$ cat src/rtl/slot_arb_pkg.sv
package slot_arb_pkg;

  typedef enum logic [1:0] {
    SHARE_ALL  = 2'b00,
    SHARE_3Q   = 2'b01,
    SHARE_HALF = 2'b10,
    SHARE_1Q   = 2'b11
  } share_e;

  typedef struct packed {
    logic       en;
    logic       spare;
    share_e     share;
    logic [3:0] mst;
  } slot_t;

  localparam logic [1:0] TR_IDLE   = 2'b00;
  localparam logic [1:0] TR_NONSEQ = 2'b10;

  function automatic logic share_take(input share_e code, input logic [1:0] turn);
    case (code)
      SHARE_ALL:  return 1'b1;
      SHARE_3Q:   return turn != 2'd3;
      SHARE_HALF: return ~turn[0];
      default:    return turn == 2'd0;
    endcase
  endfunction

endpackage

$ cat src/rtl/split_tracker.sv
module split_tracker #(
  parameter int N_MST = 4,
  parameter int SLV_W = 2
) (
  input  logic                   clk,
  input  logic                   rst_n,
  input  logic                   split_rsp,
  input  logic [3:0]             split_mst,
  input  logic [SLV_W-1:0]       split_slv,
  input  logic [15:0]            split_resume,
  input  logic                   round_done,
  input  logic [N_MST*SLV_W-1:0] req_slv,
  output logic [N_MST-1:0]       masked,
  output logic [N_MST-1:0]       boost,
  output logic [N_MST-1:0]       blocked
);

  localparam int NS = 1 << SLV_W;

  logic [SLV_W-1:0] home_q [N_MST];
  logic [NS-1:0]    slv_busy;
  logic             unused_resume;

  assign unused_resume = ^split_resume;

  for (genvar m = 0; m < N_MST; m++) begin : g_mst
    logic hit, wake;
    assign hit  = split_rsp && (split_mst == 4'(m));
    assign wake = split_resume[m] && masked[m];

    always_ff @(posedge clk) begin
      if (!rst_n) begin
        masked[m] <= 1'b0;
        boost[m]  <= 1'b0;
        home_q[m] <= '0;
      end else begin
        if (hit) begin
          masked[m] <= 1'b1;
          home_q[m] <= split_slv;
        end else if (wake) begin
          masked[m] <= 1'b0;
        end
        if (wake)            boost[m] <= 1'b1;
        else if (round_done) boost[m] <= 1'b0;
      end
    end

    assign blocked[m] = slv_busy[req_slv[m*SLV_W +: SLV_W]];

    // a masked master stays masked until its resume bit arrives
    p_mask_holds_r6: assert property (@(posedge clk) disable iff (!rst_n)
      (masked[m] && !split_resume[m]) |=> masked[m]);

    // a resume of a masked master releases and boosts it
    p_resume_boost_r8: assert property (@(posedge clk) disable iff (!rst_n)
      (split_resume[m] && masked[m] && !hit) |=> (boost[m] && !masked[m]));

    // a resume of an unmasked master does not create a boost
    p_stray_resume_r8: assert property (@(posedge clk) disable iff (!rst_n)
      (split_resume[m] && !masked[m] && !boost[m]) |=> !boost[m]);
  end

  always_comb begin
    slv_busy = '0;
    for (int m = 0; m < N_MST; m++) begin
      if (masked[m]) slv_busy[home_q[m]] = 1'b1;
    end
  end

endmodule

$ cat src/rtl/slot_picker.sv
module slot_picker
  import slot_arb_pkg::*;
#(
  parameter int N_MST = 4,
  parameter int N_CH  = 8,
  localparam int MW   = $clog2(N_MST),
  localparam int CW   = $clog2(N_CH)
) (
  input  logic                clk,
  input  logic                rst_n,
  input  slot_t [N_CH-1:0]    slots,
  input  logic  [N_MST-1:0]   elig,
  input  logic                advance,
  output logic                found,
  output logic  [MW-1:0]      win_mst
);

  logic [CW-1:0] ptr_q;
  logic [CW-1:0] win_ch;
  logic [1:0]    turn_q [N_CH];
  logic [N_CH-1:0] offered, take, bump;
  logic          unused_spare;

  always_comb begin
    unused_spare = 1'b0;
    for (int c = 0; c < N_CH; c++) unused_spare = unused_spare ^ slots[c].spare;
  end

  for (genvar c = 0; c < N_CH; c++) begin : g_ch
    assign offered[c] = slots[c].en && (int'(slots[c].mst) < N_MST)
                        && elig[slots[c].mst[MW-1:0]];
    assign take[c]    = offered[c] && share_take(slots[c].share, turn_q[c]);
  end

  always_comb begin
    logic [CW-1:0] idx;
    found  = 1'b0;
    win_ch = '0;
    bump   = '0;
    for (int k = 0; k < N_CH; k++) begin
      idx = CW'((int'(ptr_q) + 1 + k) % N_CH);
      if (!found) bump[idx] = offered[idx];
      if (!found && take[idx]) begin
        found  = 1'b1;
        win_ch = idx;
      end
    end
    win_mst = slots[win_ch].mst[MW-1:0];
  end

  always_ff @(posedge clk) begin
    if (!rst_n) begin
      ptr_q <= CW'(N_CH - 1);
      for (int c = 0; c < N_CH; c++) turn_q[c] <= 2'd0;
    end else if (advance) begin
      for (int c = 0; c < N_CH; c++) begin
        if (bump[c]) turn_q[c] <= turn_q[c] + 2'd1;
      end
      if (found) ptr_q <= win_ch;
    end
  end

  // a winning channel is enabled and its master is eligible
  p_win_enabled_r2: assert property (@(posedge clk) disable iff (!rst_n)
    found |-> (slots[win_ch].en && elig[win_mst]));

  // the winning channel is always among those whose turn counter moves
  p_win_bumped_r4: assert property (@(posedge clk) disable iff (!rst_n)
    found |-> bump[win_ch]);

endmodule

$ cat src/rtl/idle_watch.sv
module idle_watch
  import slot_arb_pkg::*;
#(
  parameter int TMO_W = 16
) (
  input  logic             clk,
  input  logic             rst_n,
  input  logic             parked,
  input  logic [1:0]       bus_trans,
  input  logic             bus_ready,
  input  logic [TMO_W-1:0] tmo_limit,
  input  logic             tmo_to_reset,
  output logic             tmo_irq,
  output logic             tmo_rst
);

  logic [TMO_W-1:0] cnt_q;
  logic idle_now, xfer_start, fire;

  assign idle_now   = parked && (bus_trans == TR_IDLE);
  assign xfer_start = bus_ready && (bus_trans == TR_NONSEQ);
  assign fire       = idle_now && (tmo_limit != '0) && (cnt_q == tmo_limit - 1'b1);

  always_ff @(posedge clk) begin
    if (!rst_n) begin
      cnt_q   <= '0;
      tmo_irq <= 1'b0;
      tmo_rst <= 1'b0;
    end else begin
      if (!parked || xfer_start)              cnt_q <= '0;
      else if (idle_now && cnt_q != tmo_limit) cnt_q <= cnt_q + 1'b1;
      tmo_irq <= fire && !tmo_to_reset;
      tmo_rst <= fire && tmo_to_reset;
    end
  end

  // the event goes to one destination only
  p_one_route_r11: assert property (@(posedge clk) disable iff (!rst_n)
    !(tmo_irq && tmo_rst));

  // the timeout is a single-cycle pulse
  p_single_pulse_r10: assert property (@(posedge clk) disable iff (!rst_n)
    (tmo_irq || tmo_rst) |=> !(tmo_irq || tmo_rst));

endmodule

$ cat src/rtl/slot_bus_arbiter.sv
module slot_bus_arbiter
  import slot_arb_pkg::*;
#(
  parameter int N_MST = 4,
  parameter int N_CH  = 8,
  parameter int N_SLV = 4,
  parameter int TMO_W = 16
) (
  input  logic                                 clk,
  input  logic                                 rst_n,
  input  logic [N_MST-1:0]                     req,
  input  logic [N_MST*$clog2(N_SLV)-1:0]       req_slv,
  input  logic                                 bus_ready,
  input  logic [1:0]                           bus_trans,
  input  logic                                 xfer_last,
  input  logic                                 bus_lock,
  input  logic                                 split_rsp,
  input  logic [3:0]                           split_mst,
  input  logic [$clog2(N_SLV)-1:0]             split_slv,
  input  logic [15:0]                          split_resume,
  input  logic [((N_CH+3)/4)*32-1:0]           chan_cfg,
  input  logic [TMO_W-1:0]                     tmo_limit,
  input  logic                                 tmo_to_reset,
  output logic [N_MST-1:0]                     grant,
  output logic [$clog2(N_MST)-1:0]             grant_idx,
  output logic                                 parked,
  output logic                                 tmo_irq,
  output logic                                 tmo_rst
);

  localparam int MW    = $clog2(N_MST);
  localparam int SLV_W = $clog2(N_SLV);

  slot_t [N_CH-1:0] slots;
  logic [N_MST-1:0] masked, boost, blocked, elig;
  logic             arb_fire, found, boost_hit, nxt_park, advance;
  logic [MW-1:0]    win_mst, nxt_idx;

  for (genvar c = 0; c < N_CH; c++) begin : g_unpack
    assign slots[c] = chan_cfg[(c/4)*32 + (3-(c%4))*8 +: 8];
  end

  assign arb_fire = bus_ready && !bus_lock && ((bus_trans == TR_IDLE) || xfer_last);
  assign elig     = req & ~masked & ~blocked;
  assign advance  = arb_fire && !boost_hit;

  split_tracker #(.N_MST(N_MST), .SLV_W(SLV_W)) u_split (
    .clk          (clk),
    .rst_n        (rst_n),
    .split_rsp    (split_rsp),
    .split_mst    (split_mst),
    .split_slv    (split_slv),
    .split_resume (split_resume),
    .round_done   (arb_fire),
    .req_slv      (req_slv),
    .masked       (masked),
    .boost        (boost),
    .blocked      (blocked)
  );

  slot_picker #(.N_MST(N_MST), .N_CH(N_CH)) u_pick (
    .clk     (clk),
    .rst_n   (rst_n),
    .slots   (slots),
    .elig    (elig),
    .advance (advance),
    .found   (found),
    .win_mst (win_mst)
  );

  always_comb begin
    boost_hit = 1'b0;
    nxt_idx   = '0;
    nxt_park  = 1'b1;
    for (int m = N_MST - 1; m >= 0; m--) begin
      if (boost[m] && elig[m]) begin
        boost_hit = 1'b1;
        nxt_idx   = MW'(m);
      end
    end
    if (boost_hit) begin
      nxt_park = 1'b0;
    end else if (found) begin
      nxt_idx  = win_mst;
      nxt_park = 1'b0;
    end
  end

  always_ff @(posedge clk) begin
    if (!rst_n) begin
      grant_idx <= '0;
      parked    <= 1'b1;
    end else if (arb_fire) begin
      grant_idx <= nxt_idx;
      parked    <= nxt_park;
    end
  end

  always_comb begin
    grant = '0;
    grant[grant_idx] = 1'b1;
  end

  idle_watch #(.TMO_W(TMO_W)) u_watch (
    .clk          (clk),
    .rst_n        (rst_n),
    .parked       (parked),
    .bus_trans    (bus_trans),
    .bus_ready    (bus_ready),
    .tmo_limit    (tmo_limit),
    .tmo_to_reset (tmo_to_reset),
    .tmo_irq      (tmo_irq),
    .tmo_rst      (tmo_rst)
  );

  // without an arbitration opportunity the owner does not change
  p_hold_r5: assert property (@(posedge clk) disable iff (!rst_n)
    !arb_fire |=> $stable(grant_idx));

  // exactly one grant line is active
  p_grant_onehot_r12: assert property (@(posedge clk) disable iff (!rst_n)
    $countones(grant) == 1);

  // a real (non-parked) winner is requesting and neither masked nor blocked
  p_winner_eligible_r6: assert property (@(posedge clk) disable iff (!rst_n)
    (arb_fire && !nxt_park) |-> (req[nxt_idx] && !masked[nxt_idx] && !blocked[nxt_idx]));

  // the parked owner is always the default master
  p_park_default_r9: assert property (@(posedge clk) disable iff (!rst_n)
    parked |-> (grant_idx == '0));

endmodule

$ cat config.mk
export PLATFORM = sky130hd
export DESIGN_NAME = slot_bus_arbiter
export DESIGN_NICKNAME = d
export VERILOG_FILES = /design/src/rtl/slot_arb_pkg.sv /design/src/rtl/split_tracker.sv /design/src/rtl/slot_picker.sv /design/src/rtl/idle_watch.sv /design/src/rtl/slot_bus_arbiter.sv
export SDC_FILE = /design/constraint.sdc
export NUM_CORES = 1
export LEC_CHECK = 0
export BUFFER_PORTS_ARGS = -buffer_cell sky130_fd_sc_hd__buf_4
export CORE_MARGIN = 3
export CORE_UTILIZATION = 50
export CTS_CLUSTER_SIZE = 8
export DETAILED_ROUTE_END_ITERATION = 16
export PLACE_DENSITY = 0.85
export RECOVER_POWER = 25
export SKIP_LAST_GASP = 1
export SYNTH_ARGS = -nofsm -noshare
export SYNTH_HDL_FRONTEND = slang
export SYNTH_SLANG_ARGS = --single-unit
export TNS_END_PERCENT = 20
$ cat constraint.sdc
create_clock -name clk -period 6.5 [get_ports clk]
set_input_delay 0.325 -clock clk [delete_from_list [all_inputs] [get_ports clk]]
set_output_delay 0.325 -clock clk [all_outputs]
set_load 0.01 [all_outputs]
==> impl_metrics.yaml, run 1 <==
status:
  outcome: "finished, final reports clean"
final_layout:
  multi_input_area_sq_um: 4850
  fin_nets: 1048
  area_growth_pct: 15.9
  diodes: 0
  final_area_sq_um: 7610
  drive_above_1_share: 0.191
  num-fill-cells: 1178
  seqCellArea_sq_um: 1360
sta:
  tns_ns: 0
  tightestPinTransition_ns: 0.899
  slew-limit-headroom: 0.394
  finalHoldViolCount: 0
  final.min_clock_period_ns: 5.47
  grt_setup_unrepaired: "false"
  finalClockSkew_ns: 0.00439
  max_freq_ghz: 0.183
  fin_crit_sh: 0.842
  setup_viol: 0
  maxSlewViolCount: 0
place:
  place_area_sq_um: 7470
  routabilityCongestion: 0.956
  post-dp-hpwl_mm: 15.0
  port_buffers: 111
synth:
  synth_edf_count: 24
  synthMostInstantiatedCell: "nand2_1"
  ys_seq_area_frac: 0.207
  ys_types: 83
  synth.top_cell.area_share: 0.110
  synth_area_leader_cell: "edfxtp_1"
  netlist_area_sq_um: 6570
  netlist_instances: 809
  yosys_warnings: 0
  ys_seq_elements: 56
  synth.area.top_cells: "edfxtp_1, dfxtp_1, mux2i_1"
  synthFlopType: "dfxtp_1"
  ys_top_cells_by_count: "nand2_1, nor2_1, mux2i_1"
  syn_area_per_cell_sq_um: 8.12
  async_flop_share: 0
  synthesis.nets: 956
clocking:
  cts_setup_buffers: 0
  cts_hold_buf: 0
  cts_buffer_depth: 2
  cts_made_buffers: 5
  cts_tree: "done"
  root_buffer: "clkbuf_16"
  htree_levels: 2
  cts.sinks: 56
  cts_resized: 0
  clk_latency_ns: 0.30
  clk_pin_slew_worst_paths_ns: 0.07
hold_path:
  hp-class: "in2reg"
worst_setup_path:
  critical_path.max_stage_delay_ns: 0.66
  slowest_stage: "mux4_2"
  worstPathRequired_ns: 6.44
  path_cells: "and2_4 > a221o_1 > a311o_2 > a311oi_4 > a22oi_1 > a311oi_2 > mux2i_1 > mux4_2 > and3_4 > nand3_2 > nor2_1 > a222oi_1 > a211oi_1 > o41ai_1"
  endpoint_kind: "register"
  startpoint_type: "register"
  critPathKind: "reg2reg"
  crit_fanout: 10
  critPathArrivalTime_ns: 5.41
flow_run:
  maxCapViolCount: 0
floorplan:
  die_area_sq_um: 14600
  die_w_um: 121
  io_pins: 132
  die_h_um: 121
  num_rows: 41
  coreArea_sq_um: 12700
  start_util: 0.517
drt:
  drc: 0
  ant_nets: 0
  vias: 6694
  viasPerCell: 6.23
  dr.pass1.iters: 5
  wl_mm: 19.0
  routedWlPerCell_um: 17.7
  drt_iter0_drc: 575
global_routing:
  grt_pass1_wl_mm: 30.6
  grt.overflow.total: 0
  grt_max_degree: 44
  antenna_found_initial: 0
  grt_pass1_vias: 6281
  grt_usage: 0.256
pwr:
  ir_drop_v: 0.000112
  pwr_density_cell_nw_per_um2: 162
  power.total_mw: 1.23
  power.leakage_nw: 3.08
[final timing paths]
path              cells past startpoint                                end  slack [ns]                               start
setup / recovery                     14  u_pick.turn_q[3][0]$_SDFFCE_PN0P_        1.03  u_split.home_q[3][0]$_SDFFCE_PN0P_
hold reg to reg                       2     u_watch.cnt_q[13]$_SDFFE_PP0P_        0.51      u_watch.cnt_q[13]$_SDFFE_PP0P_
hold / removal                        2         u_watch.tmo_irq$_SDFF_PN0_        0.18                        tmo_to_reset
setup reg to reg                     14  u_pick.turn_q[3][0]$_SDFFCE_PN0P_        1.03  u_split.home_q[3][0]$_SDFFCE_PN0P_
[layer usage]
metal  share of wire  global-route usage  vias up
li1                -                   -     3213
met1            0.39               0.319     3130
met2            0.49               0.440      297
met3           0.076              0.0402       54
met4           0.041               0.108        0
met5               0                   0        -
[power by group]
part | switching [mW] | internal, mW | total [mW]
clock | 0.124 | 0.181 | 0.306
sequential | 0.0151 | 0.382 | 0.397
combinational | 0.312 | 0.217 | 0.529
[critical path: cells and delay by family, from the launching register on]
| kind | cells | cell delay, ns |
|---|---|---|
| AND/OR/NAND/NOR | 4 | 0.68 |
| AO/OA/AOI/OAI | 8 | 3.06 |
| flip-flops | 1 | 0.43 |
| multiplexers | 2 | 0.93 |
[final cells by class]
type	instances	share of cell area
clock buffers	5	0.0164
clock inverters	3	0.00559
inverters	39	0.0192
multi-input cells	680	0.637
flip-flops and latches	56	0.179
well taps	172	0.0283
repair buffers	119	0.114
[per-stage QoR]
stage | utilization | worst slack [ns] | instances | hold slack (ns)
global route | 0.599 | 0.746 | 1074 | 0.170
CTS | 0.600 | 1.08 | 1074 | 0.168
detailed placement | 0.587 | 1.14 | 1066 | 0.493
global placement | 0.587 | 1.22 | 1066 | 0.487
finish | 0.599 | 1.03 | 1074 | 0.181
floorplan | - | 1.69 | 809 | 0.397
[cells in the final DEF (no fill, tap or decap), types with 21 or more instances in the layout]
cell type	count
nand3_1	24
dfxtp_1	32
mux2i_1	51
nand2_1	98
edfxtp_1	24
nor2b_1	21
inv_1	37
a21oi_1	33
ha_1	24
o21ai_0	31
nor2_1	83
buf_4	112
[state kept, by name (all words and copies together) (netlist names)]
register,cells
u_pick.turn_q,16
u_watch.cnt_q,16
u_split.home_q,8
u_split.boost,4
u_split.masked,4
u_pick.ptr_q,3
grant_idx,2
parked,1
u_watch.tmo_irq,1
u_watch.tmo_rst,1
[cell families (layout without fill, tap and decap cells)]
kind of cell    count (synthesis)  after routing  share of synthesized area
xor+xnor                       35             35                     0.0466
compound gates                188            188                      0.213
simple gates                  355            355                      0.276
mux                            78             78                      0.157
flops                          56             56                      0.207
fa+ha+maj                      24             24                     0.0457
buf+inv                        73            166                     0.0544
(Power assumes the default switching activity.)
==> run 2, diff against run 1 <==
PLACE_DENSITY = 0.87   (was 0.85)
clock period = 4.7 ns   (was 6.5 ns; I/O delays follow)
==> run 2 against run 1 <==
  * Highest routed layer unchanged
  * Critical path depth grew 3
  * The run now ends with setup timing left
  * Non-clock buffer count grew 111
  * Combinational power grew 88%
  * Wire length grew 19%
  * Critical endpoint is now grant_idx[0]$_SDFFE_PN0P_
  * Maximum frequency grew 8.4%
  * Global-route usage grew 3.5 points
==> impl_metrics.yaml, run 2 (same netlist as run 1, synthesis figures left out) <==
clocking:
  clk_latency_ns: 0.31
  cts.sinks: 56
  htree_levels: 2
  cts_tree: "done"
  cts_buffer_depth: 2
  cts_hold_buf: 0
  root_buffer: "clkbuf_16"
  cts_made_buffers: 5
  clk_pin_slew_worst_paths_ns: 0.08
sta:
  grt_setup_unrepaired: "true"
  finalClockSkew_ns: 0.00943
  finalHoldViolCount: 0
  max_freq_ghz: 0.198
  slew-limit-headroom: 0.350
  final.min_clock_period_ns: 5.05
  tightestPinTransition_ns: 0.965
  setup_viol: 30
  setup_slack_ns: -0.348
  maxSlewViolCount: 0
  tns_ns: -4.74
  fin_crit_sh: 1.07
pwr:
  pwr_density_cell_nw_per_um2: 217
  power.leakage_nw: 3.69
  ir_drop_v: 0.000193
  power.total_mw: 1.94
worst_setup_path:
  critPathArrivalTime_ns: 5.25
  path_cells: "and2_4 > a221o_1 > mux4_2 > nor2_4 > nand3b_1 > a311oi_4 > mux2i_1 > buf_4 > mux4_2 > nand3b_1 > nand4_1 > o21bai_4 > a32oi_4 > buf_12 > mux2i_1 > mux2i_1 > a221o_1"
  worstPathRequired_ns: 4.90
  crit_fanout: 5
  critical_path.max_stage_delay_ns: 0.63
  path_common_cell: "mux2i_1"
  crit_family: "multiplexers"
  startpoint_type: "register"
  endpoint_kind: "register"
  slowest_stage: "mux4_2"
  critPathKind: "reg2reg"
  cp.buffers_inverters: 2
drt:
  dr.pass1.iters: 6
  ant_nets: 0
  drt_iter0_drc: 819
  viasPerCell: 6.26
  vias: 7413
  drc: 0
  routedWlPerCell_um: 19.1
  wl_mm: 22.6
floorplan:
  start_util: 0.517
  io_pins: 132
  die_h_um: 121
  die_w_um: 121
  coreArea_sq_um: 12700
  num_rows: 41
  die_area_sq_um: 14600
place:
  post-dp-hpwl_mm: 16.6
  routabilityCongestion: 1.04
  port_buffers: 111
final_layout:
  num-fill-cells: 958
  fin_nets: 1159
  drive_above_1_share: 0.338
  finalCoreUtilization: 0.700
  final_cell_mix: "buf_4, nand2_1, nor2_1"
  seqCellArea_sq_um: 1360
  area_growth_pct: 35.5
  final_common_cell: "buf_4"
  diodes: 0
  multi_input_area_sq_um: 5260
  top_regs: "u_pick.turn_q: 16 flops, u_watch.cnt_q: 16 flops, u_split.home_q: 8 flops"
global_routing:
  grt.overflow.total: 0
  antenna_found_initial: 0
  grt_max_degree: 44
  grt_usage: 0.291
  grt_pass1_wl_mm: 34.4
  grt_pass1_vias: 6969
flow_run:
  maxCapViolCount: 0
hold_path:
  hp-class: "in2reg"
status:
  outcome: "complete, but fails checks"
  violations: "setup timing"
-- run 2: timing repair --
action	CTS	global route
cloned	1	1
pin swaps	23	25
setup buffers	13	8
setup endpoints to repair	27	31
gates resized for setup	37	53
hold endpoints to repair	0	0
-- run 2: final timing paths --
check                                      from                        endpoint  slack, ns  depth (start not counted)
max          u_split.home_q[3][0]$_SDFFCE_PN0P_       grant_idx[0]$_SDFFE_PN0P_      -0.35                         17
min                                tmo_to_reset      u_watch.tmo_irq$_SDFF_PN0_       0.09                          2
max reg2reg  u_split.home_q[3][0]$_SDFFCE_PN0P_       grant_idx[0]$_SDFFE_PN0P_      -0.35                         17
min reg2reg      u_watch.cnt_q[13]$_SDFFE_PP0P_  u_watch.cnt_q[13]$_SDFFE_PP0P_       0.52                          2
-- run 2: metrics by stage --
| step | setup WS (ns) | instance area (sq um) | hold WS [ns] | instances |
|---|---|---|---|---|
| 5_1_grt | -0.468 | 8910 | 0.0767 | 1185 |
| 3_5_place_dp | -0.252 | 8150 | 0.405 | 1155 |
| 4_1_cts | -0.0927 | 8590 | 0.0825 | 1176 |
| 6_report | -0.348 | 8910 | 0.0899 | 1185 |
| 3_3_place_gp | -0.146 | 8150 | 0.397 | 1155 |
| 2_1_floorplan | -0.0133 | 6570 | 0.307 | 809 |
-- run 2: final cells by class --
cell class,count,share of cell area
Timing Repair Buffer,230,0.199
Inverter,39,0.0164
Clock buffer,5,0.0140
Clock inverter,3,0.00379
Multi-Input combinational cell,680,0.590
Sequential cell,56,0.153
Tap cell,172,0.0242
-- run 2: per-layer routing --
| metal | vias to the layer above | routed length (um) | global-route usage |
|---|---|---|---|
| li1 | 3436 | - | - |
| met3 | 95 | 1680 | 0.0472 |
| met1 | 3474 | 8550 | 0.346 |
| met5 | - | 0 | 0 |
| met4 | 0 | 1170 | 0.139 |
| met2 | 408 | 11200 | 0.511 |
-- run 2: report_power, final --
part / internal (mW) / total (mW) / switching [mW]
clock network: 0.205 / 0.397 / 0.191
registers: 0.528 / 0.546 / 0.0180
logic: 0.458 / 0.994 / 0.536
